### config.mk
export PLATFORM = sky130hd
export DESIGN_NAME = supply_lockout_gate
export DESIGN_NICKNAME = d
export VERILOG_FILES = /design/src/rtl/supply_gate_pkg.sv /design/src/rtl/supply_gate_lock.sv /design/src/rtl/supply_gate_ctrl.sv /design/src/rtl/supply_gate_dp.sv /design/src/rtl/supply_lockout_gate.sv
export SDC_FILE = /design/constraint.sdc
export NUM_CORES = 1
export LEC_CHECK = 0
export ABC_AREA = 0
export BUFFER_PORTS_ARGS = -buffer_cell sky130_fd_sc_hd__buf_2
export CORE_MARGIN = 2
export CORE_UTILIZATION = 25
export CTS_CLUSTER_SIZE = 25
export DETAILED_ROUTE_END_ITERATION = 7
export PLACE_DENSITY = 0.53
export RECOVER_POWER = 50
export SLEW_MARGIN = 5
export SYNTH_ARGS = -nofsm -noshare
export SYNTH_HDL_FRONTEND = slang
export SYNTH_HIERARCHICAL = 1
export SYNTH_SLANG_ARGS = --single-unit
export TNS_END_PERCENT = 30
### constraint.sdc
create_clock -name clk -period 2.32 [get_ports clk]
set_clock_uncertainty 0.05 [all_clocks]
set_input_delay 0.696 -clock clk [delete_from_list [all_inputs] [get_ports clk]]
set_output_delay 0.696 -clock clk [all_outputs]
set_load 0.02 [all_outputs]
### src/rtl/supply_gate_pkg.sv
package supply_gate_pkg;

  // Domain indices for the two lockout trackers
  localparam int LOGIC_DOM = 0;
  localparam int FLOAT_DOM = 1;
  localparam int NUM_DOM   = 2;

  // Strobes from control to datapath
  typedef struct packed {
    logic logicLock;   // logic supply domain in lockout
    logic floatLock;   // floating supply domain in lockout
    logic holdLoad;    // qualified negative switch-node excursion
  } gateStrobes_t;

endpackage

### src/rtl/supply_gate_lock.sv
module supply_gate_lock (
  input  logic clk,
  input  logic rstN,
  input  logic belowRise,
  input  logic belowFall,
  output logic locked
);

  // Enter on the falling threshold, leave on the rising threshold
  always_ff @(posedge clk or negedge rstN) begin
    if (!rstN)       locked <= 1'b1;
    else if (locked) locked <= belowRise;
    else             locked <= belowFall;
  end

endmodule

### src/rtl/supply_gate_ctrl.sv
module supply_gate_ctrl
  import supply_gate_pkg::*;
#(
  parameter int unsigned QUAL_CYC = 13
) (
  input  logic         clk,
  input  logic         rstN,
  input  logic         logicBelowRise,
  input  logic         logicBelowFall,
  input  logic         floatBelowRise,
  input  logic         floatBelowFall,
  input  logic         nodeBelowLimit,
  output gateStrobes_t strobes
);

  localparam int QW = (QUAL_CYC > 1) ? $clog2(QUAL_CYC) : 1;
  localparam logic [QW-1:0] QMAX = QW'(QUAL_CYC - 1);

  logic [NUM_DOM-1:0] riseVec;
  logic [NUM_DOM-1:0] fallVec;
  logic [NUM_DOM-1:0] lockVec;

  assign riseVec[LOGIC_DOM] = logicBelowRise;
  assign fallVec[LOGIC_DOM] = logicBelowFall;
  assign riseVec[FLOAT_DOM] = floatBelowRise;
  assign fallVec[FLOAT_DOM] = floatBelowFall;

  for (genvar d = 0; d < NUM_DOM; d++) begin : g_dom
    supply_gate_lock u_lock (
      .clk       (clk),
      .rstN      (rstN),
      .belowRise (riseVec[d]),
      .belowFall (fallVec[d]),
      .locked    (lockVec[d])
    );
  end

  // Consecutive-sample qualifier for the switch-node flag
  logic [QW-1:0] qualCnt;

  always_ff @(posedge clk or negedge rstN) begin
    if (!rstN)               qualCnt <= '0;
    else if (!nodeBelowLimit) qualCnt <= '0;
    else if (qualCnt != QMAX) qualCnt <= qualCnt + 1'b1;
  end

  always_comb begin
    strobes.logicLock = lockVec[LOGIC_DOM];
    strobes.floatLock = lockVec[FLOAT_DOM];
    strobes.holdLoad  = nodeBelowLimit && (qualCnt == QMAX);
  end

endmodule

### src/rtl/supply_gate_dp.sv
module supply_gate_dp
  import supply_gate_pkg::*;
#(
  parameter int unsigned HOLD_CYC = 1125
) (
  input  logic         clk,
  input  logic         rstN,
  input  gateStrobes_t strobes,
  input  logic         hiCmd,
  input  logic         loCmd,
  output logic         hiEnable,
  output logic         loEnable,
  output logic         faultN
);

  localparam int HW = $clog2(HOLD_CYC + 1);
  localparam logic [HW-1:0] HLOAD = HW'(HOLD_CYC);

  logic [HW-1:0] holdCnt;
  logic          holdActive;

  always_ff @(posedge clk or negedge rstN) begin
    if (!rstN)                 holdCnt <= '0;
    else if (strobes.holdLoad) holdCnt <= HLOAD;
    else if (holdCnt != '0)    holdCnt <= holdCnt - 1'b1;
  end

  assign holdActive = (holdCnt != '0);

  always_comb begin
    faultN   = !strobes.logicLock;
    loEnable = loCmd && !strobes.logicLock;
    hiEnable = hiCmd && !strobes.logicLock && !strobes.floatLock && !holdActive;
  end

endmodule

### src/rtl/supply_lockout_gate.sv
module supply_lockout_gate
  import supply_gate_pkg::*;
#(
  parameter int unsigned QUAL_CYC = 13,
  parameter int unsigned HOLD_CYC = 1125
) (
  input  logic clk,
  input  logic rstN,
  input  logic hiCmd,
  input  logic loCmd,
  input  logic logicBelowRise,
  input  logic logicBelowFall,
  input  logic floatBelowRise,
  input  logic floatBelowFall,
  input  logic nodeBelowLimit,
  output logic hiEnable,
  output logic loEnable,
  output logic faultN
);

  gateStrobes_t strobes;

  supply_gate_ctrl #(.QUAL_CYC(QUAL_CYC)) u_ctrl (
    .clk            (clk),
    .rstN           (rstN),
    .logicBelowRise (logicBelowRise),
    .logicBelowFall (logicBelowFall),
    .floatBelowRise (floatBelowRise),
    .floatBelowFall (floatBelowFall),
    .nodeBelowLimit (nodeBelowLimit),
    .strobes        (strobes)
  );

  supply_gate_dp #(.HOLD_CYC(HOLD_CYC)) u_dp (
    .clk      (clk),
    .rstN     (rstN),
    .strobes  (strobes),
    .hiCmd    (hiCmd),
    .loCmd    (loCmd),
    .hiEnable (hiEnable),
    .loEnable (loEnable),
    .faultN   (faultN)
  );

endmodule

==> results of run 1 <==
-- synthesized netlist by cell type (2+ instances only) --
cell and n:
dfstp_2 2, dfrtp_1 15, and3_1 2, nand2_1 7, or3_1 3, nor4_2 2, ha_1 3, inv_1 8
mux2i_1 4, mux2_4 2, nor2b_1 3, o21ai_0 3, nand2b_1 3, clkbuf_1 2, nor2_1 6, o311ai_1 3
a31oi_1 2
-- through the flow --
stage | hold WS, ps | setup TNS [ps] | utilization, %
after floorplan | 350.4 | 0 | -
after global placement | 456.3 | 0 | 29.68
after detailed placement | 479.2 | 0 | 29.68
after CTS | 316.1 | 0 | 31.14
after global routing | 525.5 | -10.68 | 32.80
final | 491.9 | 0 | 32.80
-- sequential cells by signal, summed over array words and instances (netlist names) --
name and cells:
u_ctrl/qualCnt 4, u_dp/holdCnt 11, u_ctrl/g_dom.u_lock/locked 2
-- per-layer routing --
metal	wire, um	GRT usage (%)
met1	898	13.71
met2	1011	16.41
met3	87	1.533
met4	16	5.357
met5	0	0
-- final timing paths --
| check | endpoint | startpoint |
|---|---|---|
| min in group asynchronous | u_ctrl/qualCnt[1] | rstN |
| worst max-delay path | hiEnable | u_dp/holdCnt[5] |
| max in group asynchronous | u_dp/holdCnt[4] | rstN |
| worst max register to register | u_dp/holdCnt[8] | u_ctrl/qualCnt[0] |
| worst min-delay path | u_ctrl/qualCnt[2] | u_ctrl/qualCnt[2] |
| worst min register to register | u_ctrl/qualCnt[2] | u_ctrl/qualCnt[2] |
-- final cells by class --
| class | instances | area [sq um] | share of cell area [%] |
|---|---|---|---|
| clock inverter | 1 | 5.005 | 0.4137 |
| clock buffer | 3 | 41.29 | 3.413 |
| tap | 48 | 60.06 | 4.964 |
| timing repair buffer | 19 | 116.4 | 9.617 |
| multi-input combinational | 65 | 525.5 | 43.43 |
| sequential | 17 | 431.7 | 35.68 |
| inverter | 8 | 30.03 | 2.482 |
-- placed cells by master (no fill, tap or decap), types with 2 or more instances in the layout --
| cell | netlist | final |
|---|---|---|
| inv_1 | 8 | 7 |
| nor2b_1 | 3 | 2 |
| o21ai_0 | 3 | 3 |
| clkbuf_8 | 0 | 3 |
| buf_2 | 1 | 9 |
| nor4_4 | 1 | 2 |
| or3_1 | 3 | 3 |
| mux2i_1 | 4 | 4 |
| nand2_1 | 7 | 7 |
| o311ai_1 | 3 | 3 |
| dfrtp_1 | 15 | 12 |
| nand2b_1 | 3 | 3 |
| mux2_4 | 2 | 2 |
| a31oi_1 | 2 | 2 |
| nor2_1 | 6 | 6 |
| ha_1 | 3 | 2 |
| buf_4 | 0 | 9 |
| dfrtp_2 | 0 | 3 |
-- cells by family after synthesis --
| group | Yosys count |
|---|---|
| mux | 7 |
| simple gates | 35 |
| buf+inv | 11 |
| fa+ha+maj | 3 |
| flops | 17 |
| compound gates | 20 |
-- report_power, final --
part / internal, mW / switching (mW) / leakage [nW] / total [mW]
Clock: 0.119 / 0.104 / 0.0255 / 0.223
Combinational: 0.116 / 0.0916 / 0.287 / 0.208
Sequential: 0.356 / 0.0831 / 0.204 / 0.439
Total: 0.591 / 0.278 / 0.517 / 0.870
-- repair_timing --
| item | CTS | global route |
|---|---|---|
| setup buffers | 1 | 3 |
| setup endpoints to repair | 1 | 1 |
| cloned | 0 | 0 |
| pin swaps | 2 | 1 |
| gates resized for setup | 0 | 11 |
==> flow_summary.toml, run 1 <==
[layout]
layout-drive-gt1-share_pct = 35.40
final_cells = 161
antenna_cells = 0
fillers = 396
nets = 126
syn_to_final_growth_pct = 25.75
postLayoutCellArea_sq_um = 1210

[cts]
clock_latency_ps = 250
holdBufCountCts = 0
ctsRootBufferMaster = "clkbuf_8"
cts_tree = "done"
path_clk_slew_ps = 70
h-tree-depth = 1
clockBufferDepth = 2
cts_sinks = 17
cts_buffers = 3

[grt]
globalRouteOverflowTotal = 0
grt_use_total_pct = 10.39
grt_pass1_vias = 755
antenna_found_initial = 0
grt_pass1_wl_mm = 3.519
grt_max_degree = 18

[timing]
min_period_over_period_pct = 97.61
tightest_slew_ps = 954.1
drv_slew = 0
period_minus_slack_ps = 2264
fmax_ghz = 0.4416
finalHoldViolCount = 0
setup_viol = 0
setup_ws_ps = 55.50
slew_headroom_pct = 36.39

[logic_synthesis]
yosysTopAreaCell = "dfrtp_1"
synth_top_area_share_pct = 39.01
async_reset_ff_share_pct = 100.0
syn_area_sq_um = 962.2
synth_fa_ha_area_share_pct = 3.901
synth.yosys.warnings = 6
muxShareOfSynthArea_pct = 8.453
ys_ff_latch = 17
syn_inst = 93
syn-num-nets = 105
synth_top_family_by_area = "simple AND/OR/NAND/NOR gates"
synthFlopType = "dfrtp_1"
synth-simple-area-share_pct = 22.76
synth_compound_area_share_pct = 15.99
yosysSeqAreaShare_pct = 44.47
synth_edf_count = 0
syn_avg_cell_area_sq_um = 10.35
yosysUniqueCellTypes = 40
synth_xor_area_share_pct = 0
yosys-top-cells-area = "dfrtp_1, dfstp_2, mux2i_1, ha_1, inv_1"

[worst_setup_path]
cp.arrival_ps = 1520
cp-start-kind = "flop"
r2r_slack_ps = 270
cp.required_ps = 1570
worst-setup-path-type = "flop to output port"
cp_num_buf_inv = 1
endpoint_kind = "output port"
cp_top_family = "simple AND/OR/NAND/NOR gates"
slowest_stage = "dfrtp_2"
critical_path_depth = 4
reg2reg_depth = 6
path_cells = "nor4_4 > and3_4 > and3_1 > buf_4"
slowest_delay_ps = 440
worstPathMaxFanout = 4

[detailed_routing]
drcViolationCount = 0
avgRoutedWirePerCell_um = 12.51
finalWirelength_mm = 2.014
vias_per_cell = 4.727
drtAntennaViolNets = 0
vias = 761
drt-initial-drc-count = 25
drt-pass1-iter-count = 4

[outcome]
outcome = "complete, no violations"

[power_and_ir_drop]
ir_worst_vdd_mv = 0.4444
powerDensity_nw_per_um2 = 718.9
power_leakage_nw = 0.5169
power_mw = 0.8698

[min_path]
min_path_cells = 1
min_path_type = "flop to flop"

[floorplan]
start_util_pct = 26.09
rows = 22
dieHeight_um = 66.04
ios = 12
die_area_sq_um = 4361
die_w_um = 66.04
core_sq_um = 3689

[placement]
dp_slack_ps = 134.4
dpl-instance-area_sq_um = 1095
placed_cells = 153
gp_congestion = 0.7569
port-buffer-count = 11
dpl.hpwl_mm = 1.348

[run]
maxCapViolations = 0
Power figures use the tool's default switching activity.
==> run 2: changes to the inputs <==
--- a/config.mk
+++ b/config.mk
@@ -9,6 +9,7 @@
 export BUFFER_PORTS_ARGS = -buffer_cell sky130_fd_sc_hd__buf_2
 export CORE_MARGIN = 2
 export CORE_UTILIZATION = 25
+export CTS_BUF_LIST = sky130_fd_sc_hd__clkbuf_4
 export CTS_CLUSTER_SIZE = 25
 export DETAILED_ROUTE_END_ITERATION = 7
 export PLACE_DENSITY = 0.53
==> flow_summary.toml, run 2 (same netlist as run 1, synthesis figures left out) <==
[layout]
final_cell_mix = "dfrtp_1, buf_4, buf_2, nand2_1"
layout-drive-gt1-share_pct = 38.79
biggestRegsByFlops = "u_dp/holdCnt (11), u_ctrl/qualCnt (4), u_ctrl/g_dom.u_lock/locked (2)"
nets = 129
antenna_cells = 0
multiInputGateArea_sq_um = 525.5
syn_to_final_growth_pct = 26.53
regMostFlops = "u_dp/holdCnt"
fillers = 401
largest_reg_flops = 11
final_common_cell = "dfrtp_1"
seq_area_sq_um = 431.7

[floorplan]
die_area_sq_um = 4361
start_util_pct = 26.09
rows = 22
die_w_um = 66.04
core_sq_um = 3689
ios = 12
dieHeight_um = 66.04

[detailed_routing]
vias = 796
vias_per_cell = 4.854
drt-pass1-iter-count = 4
finalWirelength_mm = 2.048
drtAntennaViolNets = 0
drt-initial-drc-count = 23
avgRoutedWirePerCell_um = 12.49
drcViolationCount = 0

[worst_setup_path]
cp.arrival_ps = 1580
slowest_stage = "dfrtp_2"
crit_top_cell = "and3_4"
cp.required_ps = 1570
endpoint_kind = "output port"
worstPathMaxFanout = 4
cp-start-kind = "flop"
rr_startpoint = "u_ctrl/qualCnt[0]"
path_cells = "nor4_4 > and3_4 > and3_4 > buf_6"
worst-setup-path-type = "flop to output port"
reg2reg_to = "u_dp/holdCnt[8]"
r2r_slack_ps = 260
slowest_delay_ps = 450
cp_top_family = "simple AND/OR/NAND/NOR gates"
reg2reg_depth = 6
cp_num_buf_inv = 1

[cts]
cts_sinks = 17
ctsRootBufferMaster = "clkbuf_4"
clock_latency_ps = 290
cts_buffers = 3
clockBufferDepth = 2
cts_tree = "done"
path_clk_slew_ps = 110
h-tree-depth = 1

[grt]
top_usage_layer = "met2"
use_met1_pct = 14.03
antenna_found_initial = 0
grt_use_total_pct = 10.57
grt_pass1_vias = 765
grt_pass1_wl_mm = 3.581
grtUsageMet3_pct = 1.533
met2_usage_pct = 16.67
grt_max_degree = 18
globalRouteOverflowTotal = 0

[timing]
finalHoldViolCount = 0
fmax_ghz = 0.4308
tightest_slew_ps = 954.3
setup_ws_ps = -1.220
setup_viol = 1
period_minus_slack_ps = 2321
drv_slew = 0
slew_headroom_pct = 36.38
fin_tns_setup_ps = -1.220
grt_setup_unrepaired = "yes"
min_period_over_period_pct = 100.1

[power_and_ir_drop]
ir_worst_vdd_mv = 0.4727
power_leakage_nw = 0.5223
power_mw = 0.8212
powerDensity_nw_per_um2 = 674.5

[run]
maxCapViolations = 0

[placement]
gp_congestion = 0.7569
port-buffer-count = 11
dpl.hpwl_mm = 1.348

[outcome]
violations = "negative setup slack"
outcome = "finished with violations"

[min_path]
min_path_type = "primary input to async pin"
## run 2: cell count changes in the layout (fill, tap and decap cells not counted), sizes merged
cell and delta:
buf +3
## run 2: area by class of cell
class / instances / share of cell area [%]
Multi-Input combinational cell: 65 / 43.17
Sequential cell: 17 / 35.46
Timing Repair Buffer: 22 / 11.72
Tap cell: 48 / 4.933
Inverter: 8 / 2.467
Clock buffer: 3 / 1.850
Clock inverter: 1 / 0.4111
## run 2: through the flow
stage | area, sq um | util (%) | setup slack (ps) | std cells | hold slack [ps]
5_1_grt | 1217 | 33.01 | -74.71 | 164 | 510.9
6_report | 1217 | 33.01 | -1.220 | 164 | 465.9
3_5_place_dp | 1095 | 29.68 | 134.4 | 153 | 479.2
2_1_floorplan | 962.2 | - | 125.8 | 93 | 350.4
4_1_cts | 1164 | 31.55 | -14.64 | 161 | 259.2
3_3_place_gp | 1095 | 29.68 | 172.9 | 153 | 456.3
## run 2: report_power, final
part | internal [mW] | switching (mW)
Sequential | 0.356 | 0.0707
Combinational | 0.127 | 0.103
Clock | 0.0642 | 0.100
## run 2: per-layer routing
| layer | vias up | wire (um) | part of all wire [%] |
|---|---|---|---|
| met5 | - | 0 | 0 |
| met4 | 0 | 16 | 0.78 |
| met3 | 2 | 104 | 5.1 |
| met2 | 25 | 977 | 48 |
| met1 | 381 | 949 | 46 |
| li1 | 388 | - | - |
## run 2: what timing repair did
| action | in CTS | in global routing |
|---|---|---|
| hold buffers | 0 | 0 |
| pin swaps | 4 | 3 |
| endpoints found under the setup margin | 1 | 1 |
| setup buffers | 4 | 3 |
| resized for setup | 4 | 9 |
## run 2: how the worst max path moves through the flow
stage | slack [ps] | to | cells past startpoint | startpoint
floorplan | 130 | hiEnable | 6 | u_dp/holdCnt[0]
global placement | 170 | hiEnable | 4 | u_dp/holdCnt[8]
detailed placement | 130 | hiEnable | 4 | u_dp/holdCnt[8]
CTS | -10 | hiEnable | 4 | u_dp/holdCnt[5]
global route | -70 | hiEnable | 4 | u_dp/holdCnt[3]
finish | -1 | hiEnable | 4 | u_dp/holdCnt[3]
==> run 3: changes to the inputs <==
--- a/config.mk
+++ b/config.mk
@@ -12,7 +12,7 @@
 export CTS_BUF_LIST = sky130_fd_sc_hd__clkbuf_4
 export CTS_CLUSTER_SIZE = 25
 export DETAILED_ROUTE_END_ITERATION = 7
-export PLACE_DENSITY = 0.53
+export PLACE_DENSITY = 0.42
 export RECOVER_POWER = 50
 export SLEW_MARGIN = 5
 export SYNTH_ARGS = -nofsm -noshare
==> flow_summary.toml, run 3 (same netlist as run 1, synthesis figures left out) <==
[timing]
grt_setup_unrepaired = "yes"
setup_viol = 0
fmax_ghz = 0.4384
slew_headroom_pct = 38.92
holdWs_ps = 446.9
fin_tns_setup_ps = 0
drv_slew = 0
period_minus_slack_ps = 2281
tightest_slew_ps = 916.2
finalHoldViolCount = 0
min_period_over_period_pct = 98.33

[placement]
port-buffer-count = 11
dpl-instance-area_sq_um = 1102
dpl.hpwl_mm = 1.390
gp_congestion = 0.7004

[power_and_ir_drop]
p_sw_mw = 0.2731
share_comb_of_total_power_pct = 25.6
powerDensity_nw_per_um2 = 674.8
clockPowerShare_pct = 20.2
power_leakage_nw = 0.5135
p_seq_share_pct = 54.2
ir_worst_vdd_mv = 0.2557
p_int_mw = 0.5426
p_sw_share_pct = 33.48

[grt]
globalRouteOverflowTotal = 0
grt_max_degree = 18
antenna_found_initial = 0
grt_pass1_vias = 691
grt_use_total_pct = 9.846
grt_pass1_wl_mm = 3.298

[layout]
syn_to_final_growth_pct = 25.62
final_cell_mix = "dfrtp_1, buf_2, buf_4, nand2_1"
postLayoutCellArea_sq_um = 1209
biggestRegsByFlops = "u_dp/holdCnt (11), u_ctrl/qualCnt (4), u_ctrl/g_dom.u_lock/locked (2)"
layout-drive-gt1-share_pct = 38.60
nets = 127
fin_util_pct = 32.77
regMostFlops = "u_dp/holdCnt"
final_common_cell = "dfrtp_1"
largest_reg_flops = 11
antenna_cells = 0

[outcome]
outcome = "complete, no violations"

[cts]
ctsRootBufferMaster = "clkbuf_4"
clock_latency_ps = 300
cts_tree = "done"
clockBufferDepth = 2
cts_sinks = 17
cts_buffers = 3
path_clk_slew_ps = 110
h-tree-depth = 1

[worst_setup_path]
slowest_delay_ps = 440
worstPathMaxFanout = 2
cp.required_ps = 1570
cp.arrival_ps = 1540
slowest_stage = "dfrtp_1"
rr_startpoint = "u_ctrl/qualCnt[0]"
crit_start = "u_dp/holdCnt[10]"
crit_top_cell = "and3_4"
path_cells = "nor4_4 > and3_4 > and3_4 > buf_6"
worst-setup-path-type = "flop to output port"
endpoint_kind = "output port"
cp-start-kind = "flop"

[detailed_routing]
finalWirelength_mm = 1.994
drt-initial-drc-count = 19
vias_per_cell = 4.623
vias = 749
drcViolationCount = 0
drtAntennaViolNets = 0
avgRoutedWirePerCell_um = 12.31
drt-pass1-iter-count = 2

[floorplan]
core_sq_um = 3689
start_util_pct = 26.09
ios = 12
dieHeight_um = 66.04
die_area_sq_um = 4361
die_w_um = 66.04
rows = 22

[run]
maxCapViolations = 0

[min_path]
min_path_type = "primary input to async pin"
run 3: timing repair:
action                     4_1_cts  5_1_grt
setup endpoints to repair        1        1
pin swaps                        0        5
resized for setup                7        8
hold buffers                     0        0
buffers inserted                 1        3
run 3: final cells by class:
class | instances | area, sq um
clock buffer | 3 | 22.52
clock inverter | 1 | 5.005
fill | 392 | 2480
inverter | 8 | 30.03
multi-input combinational | 65 | 530.5
sequential | 17 | 432.9
tap | 48 | 60.06
timing repair buffer | 20 | 127.6
run 3: power groups by stage:
stage	Sequential [mW]	Combinational, mW	Clock [mW]
final	0.442	0.209	0.164
after detailed placement	0.430	0.172	0
after CTS	0.437	0.182	0.176
after global routing	0.453	0.232	0.185
after global placement	0.430	0.172	0
after floorplan	0.416	0.124	0
run 3: critical path, delay by kind of cell, from the launching register on:
kind | cells | cell delay [ps]
flip-flops | 1 | 440
buffers and inverters | 1 | 110
AND/OR/NAND/NOR | 3 | 700
run 3: per-stage QoR:
step           total power [mW]  setup slack, ps  cells
2_1_floorplan            0.5395            125.8     93
3_3_place_gp             0.6018            293.3    154
3_5_place_dp             0.6021            261.2    154
4_1_cts                  0.7950            3.011    159
5_1_grt                  0.8702           -44.66    162
6_report                 0.8156            38.73    162
run 3: routing by layer:
metal	up-vias	track usage [%]	part of all wire, %
met5	-	0	0
met4	0	5.357	0.95
met3	2	1.704	2.2
met2	5	14.52	47
met1	361	13.58	50
li1	381	-	-
run 3: path summary, 6_finish.rpt:
check | cells past startpoint | slack [ps] | end
max in group asynchronous | 1 | 1150 | u_dp/holdCnt[3]
hold / removal | 1 | 450 | u_dp/holdCnt[9]
min in group clk | 1 | 510 | u_ctrl/qualCnt[2]
setup reg to reg | 6 | 240 | u_dp/holdCnt[8]
setup / recovery | 4 | 40 | hiEnable
hold reg to reg | 1 | 510 | u_ctrl/qualCnt[2]
